--- config.mk ---
export PLATFORM = sky130hd
export DESIGN_NAME = ssb_hilbert_demod
export DESIGN_NICKNAME = d
export VERILOG_FILES = /design/src/rtl/hsd_pkg.sv /design/src/rtl/hsd_ctrl.sv /design/src/rtl/hsd_clamp.sv /design/src/rtl/hsd_datapath.sv /design/src/rtl/ssb_hilbert_demod.sv
export SDC_FILE = /design/constraint.sdc
export NUM_CORES = 2
export LEC_CHECK = 0
export CORE_MARGIN = 1.5
export CORE_UTILIZATION = 50
export DETAILED_ROUTE_END_ITERATION = 7
export GPL_ROUTABILITY_DRIVEN = 0
export PLACE_DENSITY = 0.64
export SLEW_MARGIN = 20
export SYNTH_ARGS = -nofsm -noshare
export SYNTH_HDL_FRONTEND = slang
export SYNTH_HIERARCHICAL = 1
export SYNTH_SLANG_ARGS = --single-unit
--- constraint.sdc ---
create_clock -name clk -period 19 [get_ports clk]
set_input_delay 5.7 -clock clk [delete_from_list [all_inputs] [get_ports clk]]
set_output_delay 5.7 -clock clk [all_outputs]
set_load 0.01 [all_outputs]
--- src/rtl/hsd_pkg.sv ---
package hsd_pkg;

  // Length of the quadrature history and its centre position
  localparam int HIST_LEN = 15;
  localparam int CENTRE   = (HIST_LEN - 1) / 2;
  // Number of non-zero mirrored pairs (even offsets only)
  localparam int NPAIRS   = (HIST_LEN + 1) / 4;

  // Strobes from control to datapath
  typedef struct packed {
    logic shiftEn;   // move histories along and take the new pair
    logic loadOut;   // capture the clamped level
  } hsdStrobe_t;

  // Hilbert weight for pair p, pairing position 2p with HIST_LEN-1-2p
  function automatic int hilbCoef(input int p);
    case (p)
      0:       return 315;
      1:       return 440;
      2:       return 734;
      default: return 2202;
    endcase
  endfunction

endpackage

--- src/rtl/hsd_ctrl.sv ---
module hsd_ctrl
  import hsd_pkg::*;
(
  input  logic       clk,
  input  logic       rstN,
  input  logic       inValid,
  output hsdStrobe_t strobe,
  output logic       outValid
);

  logic loadPending;

  always_ff @(posedge clk or negedge rstN) begin
    if (!rstN) begin
      loadPending <= 1'b0;
      outValid    <= 1'b0;
    end else begin
      loadPending <= inValid;
      outValid    <= loadPending;
    end
  end

  always_comb begin
    strobe.shiftEn = inValid;
    strobe.loadOut = loadPending;
  end

endmodule

--- src/rtl/hsd_clamp.sv ---
module hsd_clamp #(
  parameter int ACC_W     = 32,
  parameter int LEVEL_W   = 12,
  parameter int DAC_RANGE = 4095
) (
  input  logic signed [ACC_W-1:0] value,
  output logic        [LEVEL_W-1:0] code
);

  localparam logic signed [ACC_W-1:0] RANGE_S = ACC_W'(DAC_RANGE);
  localparam logic signed [ACC_W-1:0] ZERO_S  = '0;

  always_comb begin
    if (value < ZERO_S)
      code = '0;
    else if (value > RANGE_S)
      code = LEVEL_W'(DAC_RANGE);
    else
      code = value[LEVEL_W-1:0];
  end

endmodule

--- src/rtl/hsd_datapath.sv ---
module hsd_datapath
  import hsd_pkg::*;
#(
  parameter int SAMPLE_W  = 16,
  parameter int LEVEL_W   = 12,
  parameter int ACC_W     = 32,
  parameter int HILB_DIV  = 4096,
  parameter int DAC_BIAS  = 2048,
  parameter int DAC_RANGE = 4095
) (
  input  logic                       clk,
  input  logic                       rstN,
  input  hsdStrobe_t                 strobe,
  input  logic signed [SAMPLE_W-1:0] iIn,
  input  logic signed [SAMPLE_W-1:0] qIn,
  output logic        [LEVEL_W-1:0]  level
);

  // In-phase needs only enough depth to reach the centre
  localparam int ILEN = CENTRE + 1;
  localparam logic signed [ACC_W-1:0] DIV_S  = ACC_W'(HILB_DIV);
  localparam logic signed [ACC_W-1:0] TWO_S  = ACC_W'(2);
  localparam logic signed [ACC_W-1:0] BIAS_S = ACC_W'(DAC_BIAS);

  logic signed [SAMPLE_W-1:0] qHist [HIST_LEN];
  logic signed [SAMPLE_W-1:0] iHist [ILEN];

  // Quadrature history: newest at HIST_LEN-1, oldest at 0
  for (genvar k = 0; k < HIST_LEN; k++) begin : g_qHist
    if (k == HIST_LEN - 1) begin : g_head
      always_ff @(posedge clk or negedge rstN) begin
        if (!rstN)               qHist[k] <= '0;
        else if (strobe.shiftEn) qHist[k] <= qIn;
      end
    end else begin : g_body
      always_ff @(posedge clk or negedge rstN) begin
        if (!rstN)               qHist[k] <= '0;
        else if (strobe.shiftEn) qHist[k] <= qHist[k+1];
      end
    end
  end

  // In-phase delay line: newest at ILEN-1, centre sample at 0
  for (genvar k = 0; k < ILEN; k++) begin : g_iHist
    if (k == ILEN - 1) begin : g_head
      always_ff @(posedge clk or negedge rstN) begin
        if (!rstN)               iHist[k] <= '0;
        else if (strobe.shiftEn) iHist[k] <= iIn;
      end
    end else begin : g_body
      always_ff @(posedge clk or negedge rstN) begin
        if (!rstN)               iHist[k] <= '0;
        else if (strobe.shiftEn) iHist[k] <= iHist[k+1];
      end
    end
  end

  // Pair-difference terms, even offsets only
  logic signed [ACC_W-1:0] pairTerm [NPAIRS];
  for (genvar p = 0; p < NPAIRS; p++) begin : g_pair
    localparam int LO = 2 * p;
    localparam int HI = HIST_LEN - 1 - 2 * p;
    localparam logic signed [ACC_W-1:0] COEF = ACC_W'(hilbCoef(p));
    logic signed [ACC_W-1:0] pairDiff;
    assign pairDiff    = ACC_W'(qHist[LO]) - ACC_W'(qHist[HI]);
    assign pairTerm[p] = pairDiff * COEF;
  end

  logic signed [ACC_W-1:0] hilbSum;
  logic signed [ACC_W-1:0] hilbOut;
  logic signed [ACC_W-1:0] sideDiff;
  logic signed [ACC_W-1:0] halved;
  logic signed [ACC_W-1:0] biased;
  logic        [LEVEL_W-1:0] clamped;

  always_comb begin
    hilbSum = '0;
    for (int p = 0; p < NPAIRS; p++) hilbSum = hilbSum + pairTerm[p];
  end

  // Signed division truncates toward zero
  assign hilbOut  = hilbSum / DIV_S;
  assign sideDiff = ACC_W'(iHist[0]) - hilbOut;
  assign halved   = sideDiff / TWO_S;
  assign biased   = halved + BIAS_S;

  hsd_clamp #(
    .ACC_W     (ACC_W),
    .LEVEL_W   (LEVEL_W),
    .DAC_RANGE (DAC_RANGE)
  ) i_clamp (
    .value (biased),
    .code  (clamped)
  );

  always_ff @(posedge clk or negedge rstN) begin
    if (!rstN)               level <= LEVEL_W'(DAC_BIAS);
    else if (strobe.loadOut) level <= clamped;
  end

endmodule

--- src/rtl/ssb_hilbert_demod.sv ---
module ssb_hilbert_demod
  import hsd_pkg::*;
#(
  parameter int SAMPLE_W  = 16,
  parameter int LEVEL_W   = 12,
  parameter int ACC_W     = 32,
  parameter int HILB_DIV  = 4096,
  parameter int DAC_BIAS  = 2048,
  parameter int DAC_RANGE = 4095
) (
  input  logic                clk,
  input  logic                rstN,
  input  logic                inValid,
  input  logic [SAMPLE_W-1:0] iSample,
  input  logic [SAMPLE_W-1:0] qSample,
  output logic                outValid,
  output logic [LEVEL_W-1:0]  level
);

  hsdStrobe_t strobe;

  hsd_ctrl i_ctrl (
    .clk      (clk),
    .rstN     (rstN),
    .inValid  (inValid),
    .strobe   (strobe),
    .outValid (outValid)
  );

  hsd_datapath #(
    .SAMPLE_W  (SAMPLE_W),
    .LEVEL_W   (LEVEL_W),
    .ACC_W     (ACC_W),
    .HILB_DIV  (HILB_DIV),
    .DAC_BIAS  (DAC_BIAS),
    .DAC_RANGE (DAC_RANGE)
  ) i_datapath (
    .clk    (clk),
    .rstN   (rstN),
    .strobe (strobe),
    .iIn    ($signed(iSample)),
    .qIn    ($signed(qSample)),
    .level  (level)
  );

endmodule

# ---- Yosys cells after proc, flatten, opt, wreduce, memory -nomap -nowiden
# Cells that the tools add are included.
dict set report word_totals {
  register_bits 382
  elab_cells 48
  inputBits 35
}
dict set report op_classes {
  order_cmp 2
  reduce_logical 1
  mul 4
  n_bitwise 2
  add_sub_neg 11
  mux 2
}
# op n
set op_table {}
lappend op_table {{32-bit adder} 3}
lappend op_table {{16-bit by 16-bit subtractor with 17-bit output} 4}
lappend op_table {{32-bit by 1-bit adder with 32-bit output} 2}
lappend op_table {{32-bit by 13-bit adder with 32-bit output (second input constant)} 1}
lappend op_table {{32-bit by 13-bit > comparator with 1-bit output (second input constant)} 1}
lappend op_table {{32-bit by 1-bit < comparator with 1-bit output (second input constant)} 1}
lappend op_table {{32-bit by 10-bit multiplier with 31-bit output (second input constant)} 1}
lappend op_table {{32-bit by 10-bit multiplier with 32-bit output (second input constant)} 1}
lappend op_table {{32-bit by 12-bit multiplier with 31-bit output (second input constant)} 1}
lappend op_table {{32-bit by 7-bit multiplier with 29-bit output (second input constant)} 1}
lappend op_table {{16-bit by 32-bit subtractor with 32-bit output} 1}
lappend op_table {{12-bit two-way mux} 2}
lappend op_table {{12-bit OR reduction} 1}
lappend op_table {{1-bit AND} 2}

# ---- Longest topological paths before layout
dict set report depth {
  word_depth 15
  ltp_mapped 75
}

# ---- Modules after synthesis
# Netlist, hierarchy kept.
# module cells_per_inst instances area_each_um2
set by_module_without_submodules {}
lappend by_module_without_submodules {hsd_datapath 3400 1 34954.8}
lappend by_module_without_submodules {hsd_clamp 34 1 183.9}
lappend by_module_without_submodules {hsd_ctrl 4 1 65.1}

# ---- Worst setup path after synthesis
# Ideal clock, no wire load.
dict set report synth_path {
  path_kind {flip-flop to flip-flop}
  startpoint {register i_datapath/qHist[64] (netlist name)}
  endpoint {register i_datapath.level[10]}
  t_arrival_ns 16.411
  required_time_ns 18.875
  stages_incl_launch_ff 69
  setup_slack_ns 2.464
  setup_ns 0.125
  path_buffers 2
  path_cell_list {dfrtp_1 -> ha_1 -> fa_1 -> nor2b_1 -> o31a_1 -> o211a_1 -> o21ai_0 -> a31oi_1 -> clkbuf_1 -> inv_1 -> ha_1 -> xnor2_1 -> fa_1 -> inv_1 -> fa_1 -> fa_1 -> inv_1 -> fa_1 -> [... 33 more ...] -> a221oi_2 -> o311ai_2 -> nand4_1 -> a41oi_1 -> nor2_1 -> ha_1 -> ha_1 -> nand4_1 -> nor3_1 -> a31oi_1 -> or4b_4 -> nor2_2 -> a41oi_1 -> nor4_1 -> and4_1 -> buf_6 -> a21oi_1 -> mux2_2}
}
dict set report synth_between {
  elab_chain_len 14
  elab_cells_between_ends 15
  classes_between {7 x add/sub; 1 x mul; 2 x order compare; 2 x mux; 2 x bitwise; 1 x reduce/logical}
}
# item line
set synth_lines {}
lappend synth_lines {{start: declaration} hsd_datapath.sv:25} ;# logic signed [SAMPLE_W-1:0] qHist [HIST_LEN];
lappend synth_lines {{start signal: indexed assignment} hsd_datapath.sv:38} ;# else if (strobe.shiftEn) qHist[k] <= qHist[k+1];
lappend synth_lines {{16-bit by 16-bit subtractor with 17-bit output *} hsd_datapath.sv:65} ;# assign pairDiff = ACC_W'(qHist[LO]) - ACC_W'(qHist[HI]);
lappend synth_lines {{32-bit by 10-bit multiplier with 31-bit output *} hsd_datapath.sv:66} ;# assign pairTerm[p] = pairDiff * COEF;
lappend synth_lines {{32-bit adder * (2 in series)} hsd_datapath.sv:78} ;# for (int p = 0; p < NPAIRS; p++) hilbSum = hilbSum + pairTerm[p];
lappend synth_lines {{12-bit OR reduction (no source line)} --}
lappend synth_lines {{1-bit AND (no source line)} --}
lappend synth_lines {{32-bit by 1-bit adder with 32-bit output (no source line) *} --}
lappend synth_lines {{16-bit by 32-bit subtractor with 32-bit output *} hsd_datapath.sv:83} ;# assign sideDiff = ACC_W'(iHist[0]) - hilbOut;
lappend synth_lines {{1-bit AND (no source line)} --}
lappend synth_lines {{32-bit by 1-bit adder with 32-bit output (no source line) *} --}
lappend synth_lines {{32-bit by 13-bit adder with 32-bit output *} hsd_datapath.sv:85} ;# assign biased = halved + BIAS_S;
lappend synth_lines {{via i_datapath.biased[20]} hsd_datapath.sv:73} ;# logic signed [ACC_W-1:0] biased;
lappend synth_lines {{32-bit by 13-bit > comparator with 1-bit output} hsd_clamp.sv:16} ;# else if (value > RANGE_S)
lappend synth_lines {{12-bit two-way mux} hsd_clamp.sv:16}
lappend synth_lines {{12-bit two-way mux *} hsd_clamp.sv:14} ;# if (value < ZERO_S)
lappend synth_lines {{via i_datapath.clamped[10]} hsd_datapath.sv:74} ;# logic [LEVEL_W-1:0] clamped;
lappend synth_lines {{end signal: assignment} hsd_datapath.sv:97} ;# if (!rstN) level <= LEVEL_W'(DAC_BIAS);
lappend synth_lines {{end signal: assignment} hsd_datapath.sv:98} ;# else if (strobe.loadOut) level <= clamped;
lappend synth_lines {{end: declaration} hsd_datapath.sv:16} ;# output logic [LEVEL_W-1:0] level
# The timed path passes the listed nets; every way through them passes the cells marked *.
# A chain may end at the register's enable or synchronous reset.

# ---- Final worst setup path
dict set report layout_path {
  startpoint {register i_datapath/qHist[160] (netlist name)}
  endpoint {register i_datapath.level[2]}
}
# The elaborated chain is that of the path after synthesis.

==> results.py <==
metrics = {
    "logic_synthesis": {
        "synth-simple-area-share": 0.0691,
        "syn_nets": 4199,
        "synth_edf_count": 0,
        "synth_compound_area_frac": 0.0991,
        "synth_cell_types": 86,
        "synth.avg_cell_area_sq_um": 10.2,
        "synth_adder_area_share": 0.326,
        "synthCells": 3438,
        "synth_xor_area_frac": 0.0529,
        "synthArstFlopShare": 1.00,
        "yosysSeqAreaShare": 0.272,
        "muxShareOfSynthArea": 0.0999,
        "syn-cell-area_sq_mm": 0.0352,
        "synthFlopType": "dfrtp_1",
        "ys_ff_latch": 382,
        "yosysWarnings": 6,
        "synth_top_family_by_area": "adder cells",
    },
    "critical_path": {
        "cpMostUsedCell": "fa_1",
        "crit_type": "reg2reg",
        "critPathRequiredTime_ns": 19.44,
        "startpoint_type": "register",
        "cp.arrival_ns": 18.16,
        "max_stage_delay_ns": 0.55,
        "crit_start": "i_datapath/qHist[160]$_DFFE_PN0P_",
        "endpoint_kind": "register",
        "crit_slowest_cell": "or4b_4",
        "critPathMaxFanout": 12,
        "r2r-start": "i_datapath/qHist[160]$_DFFE_PN0P_",
    },
    "floorplan": {
        "dieArea_sq_mm": 0.0720,
        "initial_core_util": 0.504,
        "die_height_um": 268,
        "rows": 97,
        "coreArea_sq_mm": 0.0699,
        "die_x_um": 268,
        "io_pins": 48,
    },
    "global_route": {
        "grt_pass1_vias": 23300,
        "grt_remaining_overflow": 0,
        "grt_antenna_before_repair": 0,
        "grt_use_total": 0.220,
        "grt_max_degree": 205,
        "grt_pass1_wl_um": 125000,
    },
    "drt": {
        "drt_iter0_drc": 1274,
        "ant_nets": 0,
        "post_drt_via_cell_ratio": 5.26,
        "vias": 23400,
        "drc": 0,
        "finalWirelength_um": 76400,
        "routedWlPerCell_um": 17.2,
        "first_pass_iters": 5,
    },
    "sta": {
        "setup_viol": 0,
        "maxSlewHeadroom": 0.214,
        "setup_tns_ns": 0,
        "drv_slew": 0,
        "worst_pin_slew_ns": 1.17,
        "fin_crit_ns": 17.72,
        "fin_skew_ns": 0.0304,
        "finalCritPeriodShare": 0.933,
        "max_clock_freq_ghz": 0.0564,
        "final-hold-violation-count": 0,
        "rsz0062_at_grt": "false",
    },
    "cts": {
        "htreeDepth": 2,
        "numCtsBuffers": 40,
        "path_clk_slew_ns": 0.06,
        "cts_root_buf": "clkbuf_16",
        "clk_latency_ns": 0.58,
        "numClockSinks": 382,
        "cts.path.max_buffers": 3,
        "cts_tree": "built",
    },
    "hold_path": {
        "min_from": "i_datapath/iHist[109]$_DFFE_PN0P_",
        "hp-class": "reg2reg",
    },
    "cells_and_area": {
        "flow.area_growth_from_synthesis_pct": 8.66,
        "drive_above_1_share": 0.127,
        "diodes": 0,
        "layout.nets": 4238,
        "final_common_cell": "inv_1",
        "final_cell_mix": "inv_1 (685), ha_1 (409), dfrtp_1 (381)",
        "nFillCells": 6242,
    },
    "placement": {
        "dp_hpwl_um": 62500,
        "port_buffers": 47,
    },
    "job": {
        "maxCapViolCount": 0,
    },
    "run_status": {
        "status": "completed",
    },
}
==> cells in the mapped netlist (all sizes together) (9+ instances only) <==
master,n,area share
xor2,80,0.020
a31oi,13,0.0023
nor3,45,0.0065
o21ai,169,0.024
clkbuf,68,0.0073
nand2,169,0.018
a211oi,16,0.0039
buf,9,0.0015
dfrtp,381,0.27
o211ai,15,0.0032
a41oi,14,0.0037
a21oi,137,0.020
or2,15,0.0027
ha,409,0.15
nor4,12,0.0021
fa,317,0.18
nand2b,30,0.0053
a21boi,12,0.0026
and3,17,0.0032
or3,12,0.0023
mux2,306,0.098
nand3,34,0.0048
nor2b,30,0.0053
inv,686,0.073
a21o,52,0.011
o21bai,13,0.0028
nor2,101,0.011
xnor2,129,0.032
o21a,28,0.0060
==> routing by layer <==
layer	share of wire	up-vias	GRT usage
met5	0	-	0
met4	0.021	0	0.0531
met3	0.034	76	0.0181
met2	0.44	338	0.343
met1	0.50	11600	0.332
li1	-	11400	-
==> repair_timing <==
| item | CTS | global route |
|---|---|---|
| hold endpoints to repair | 0 | 0 |
| hold buffers | 0 | 0 |
| resized for setup | 0 | 11 |
| setup buffers | 0 | 1 |
| endpoints found under the setup margin | 0 | 12 |
==> worst max-delay path, delay by kind of cell, from the launching register on <==
family / cells / cell delay (ns)
AO/OA/AOI/OAI: 19 / 4.04
adder cells (fa/ha/maj): 17 / 6.47
buffers and inverters: 10 / 0.85
flip-flops: 1 / 0.37
AND/OR/NAND/NOR: 18 / 3.99
multiplexers: 1 / 0.30
XOR/XNOR: 7 / 1.52
==> worst paths after layout <==
kind                       cells past startpoint  slack [ns]                                end
max                                           72        1.28    i_datapath/level[2]$_DFFE_PN0P_
min reg2reg                                    2        0.48  i_datapath/iHist[125]$_DFFE_PN0P_
max reg2reg                                   72        1.28    i_datapath/level[2]$_DFFE_PN0P_
min in group asynchronous                      1        5.16   i_datapath/iHist[13]$_DFFE_PN0P_
max in group asynchronous                      2       12.35  i_datapath/qHist[146]$_DFFE_PN0P_
min                                            2        0.48  i_datapath/iHist[125]$_DFFE_PN0P_
==> sequential cells by signal, summed over array words and instances (netlist names) <==
signal              cells
i_datapath/qHist      240
i_datapath/level       12
i_ctrl/outValid         1
i_datapath/iHist      128
i_ctrl/loadPending      1
==> area by class of cell <==
| type | instances | area (sq um) | area share |
|---|---|---|---|
| Clock buffer | 56 | 1130 | 0.0296 |
| Timing Repair Buffer | 74 | 696 | 0.0182 |
| Clock inverter | 16 | 279 | 0.00729 |
| Sequential cell | 382 | 9560 | 0.250 |
| Tap cell | 940 | 1180 | 0.0307 |
| Inverter | 686 | 2570 | 0.0673 |
| Multi-Input combinational cell | 2293 | 22800 | 0.597 |
==> per-stage QoR <==
step | instances | util | hold WS, ns | setup slack [ns] | cell area, sq um
2_1_floorplan | 3438 | - | 0.355 | 2.46 | 35200
3_3_place_gp | 4374 | 0.526 | 0.461 | 0.740 | 36800
3_5_place_dp | 4374 | 0.526 | 0.469 | 0.509 | 36800
4_1_cts | 4446 | 0.546 | 0.484 | 0.411 | 38200
5_1_grt | 4447 | 0.547 | 0.508 | 0.0267 | 38300
6_report | 4447 | 0.547 | 0.483 | 1.28 | 38300
==> kinds of logic after synthesis <==
family / Yosys count
buffers and inverters: 763
adder cells (fa/ha/maj): 726
AND/OR/NAND/NOR: 499
XOR/XNOR: 210
multiplexers: 313
AO/OA/AOI/OAI: 545
flip-flops: 382
Power is left out: the tool's default activity adds up to more than one toggle a clock period on the data nets, which glitch-free logic cannot reach.
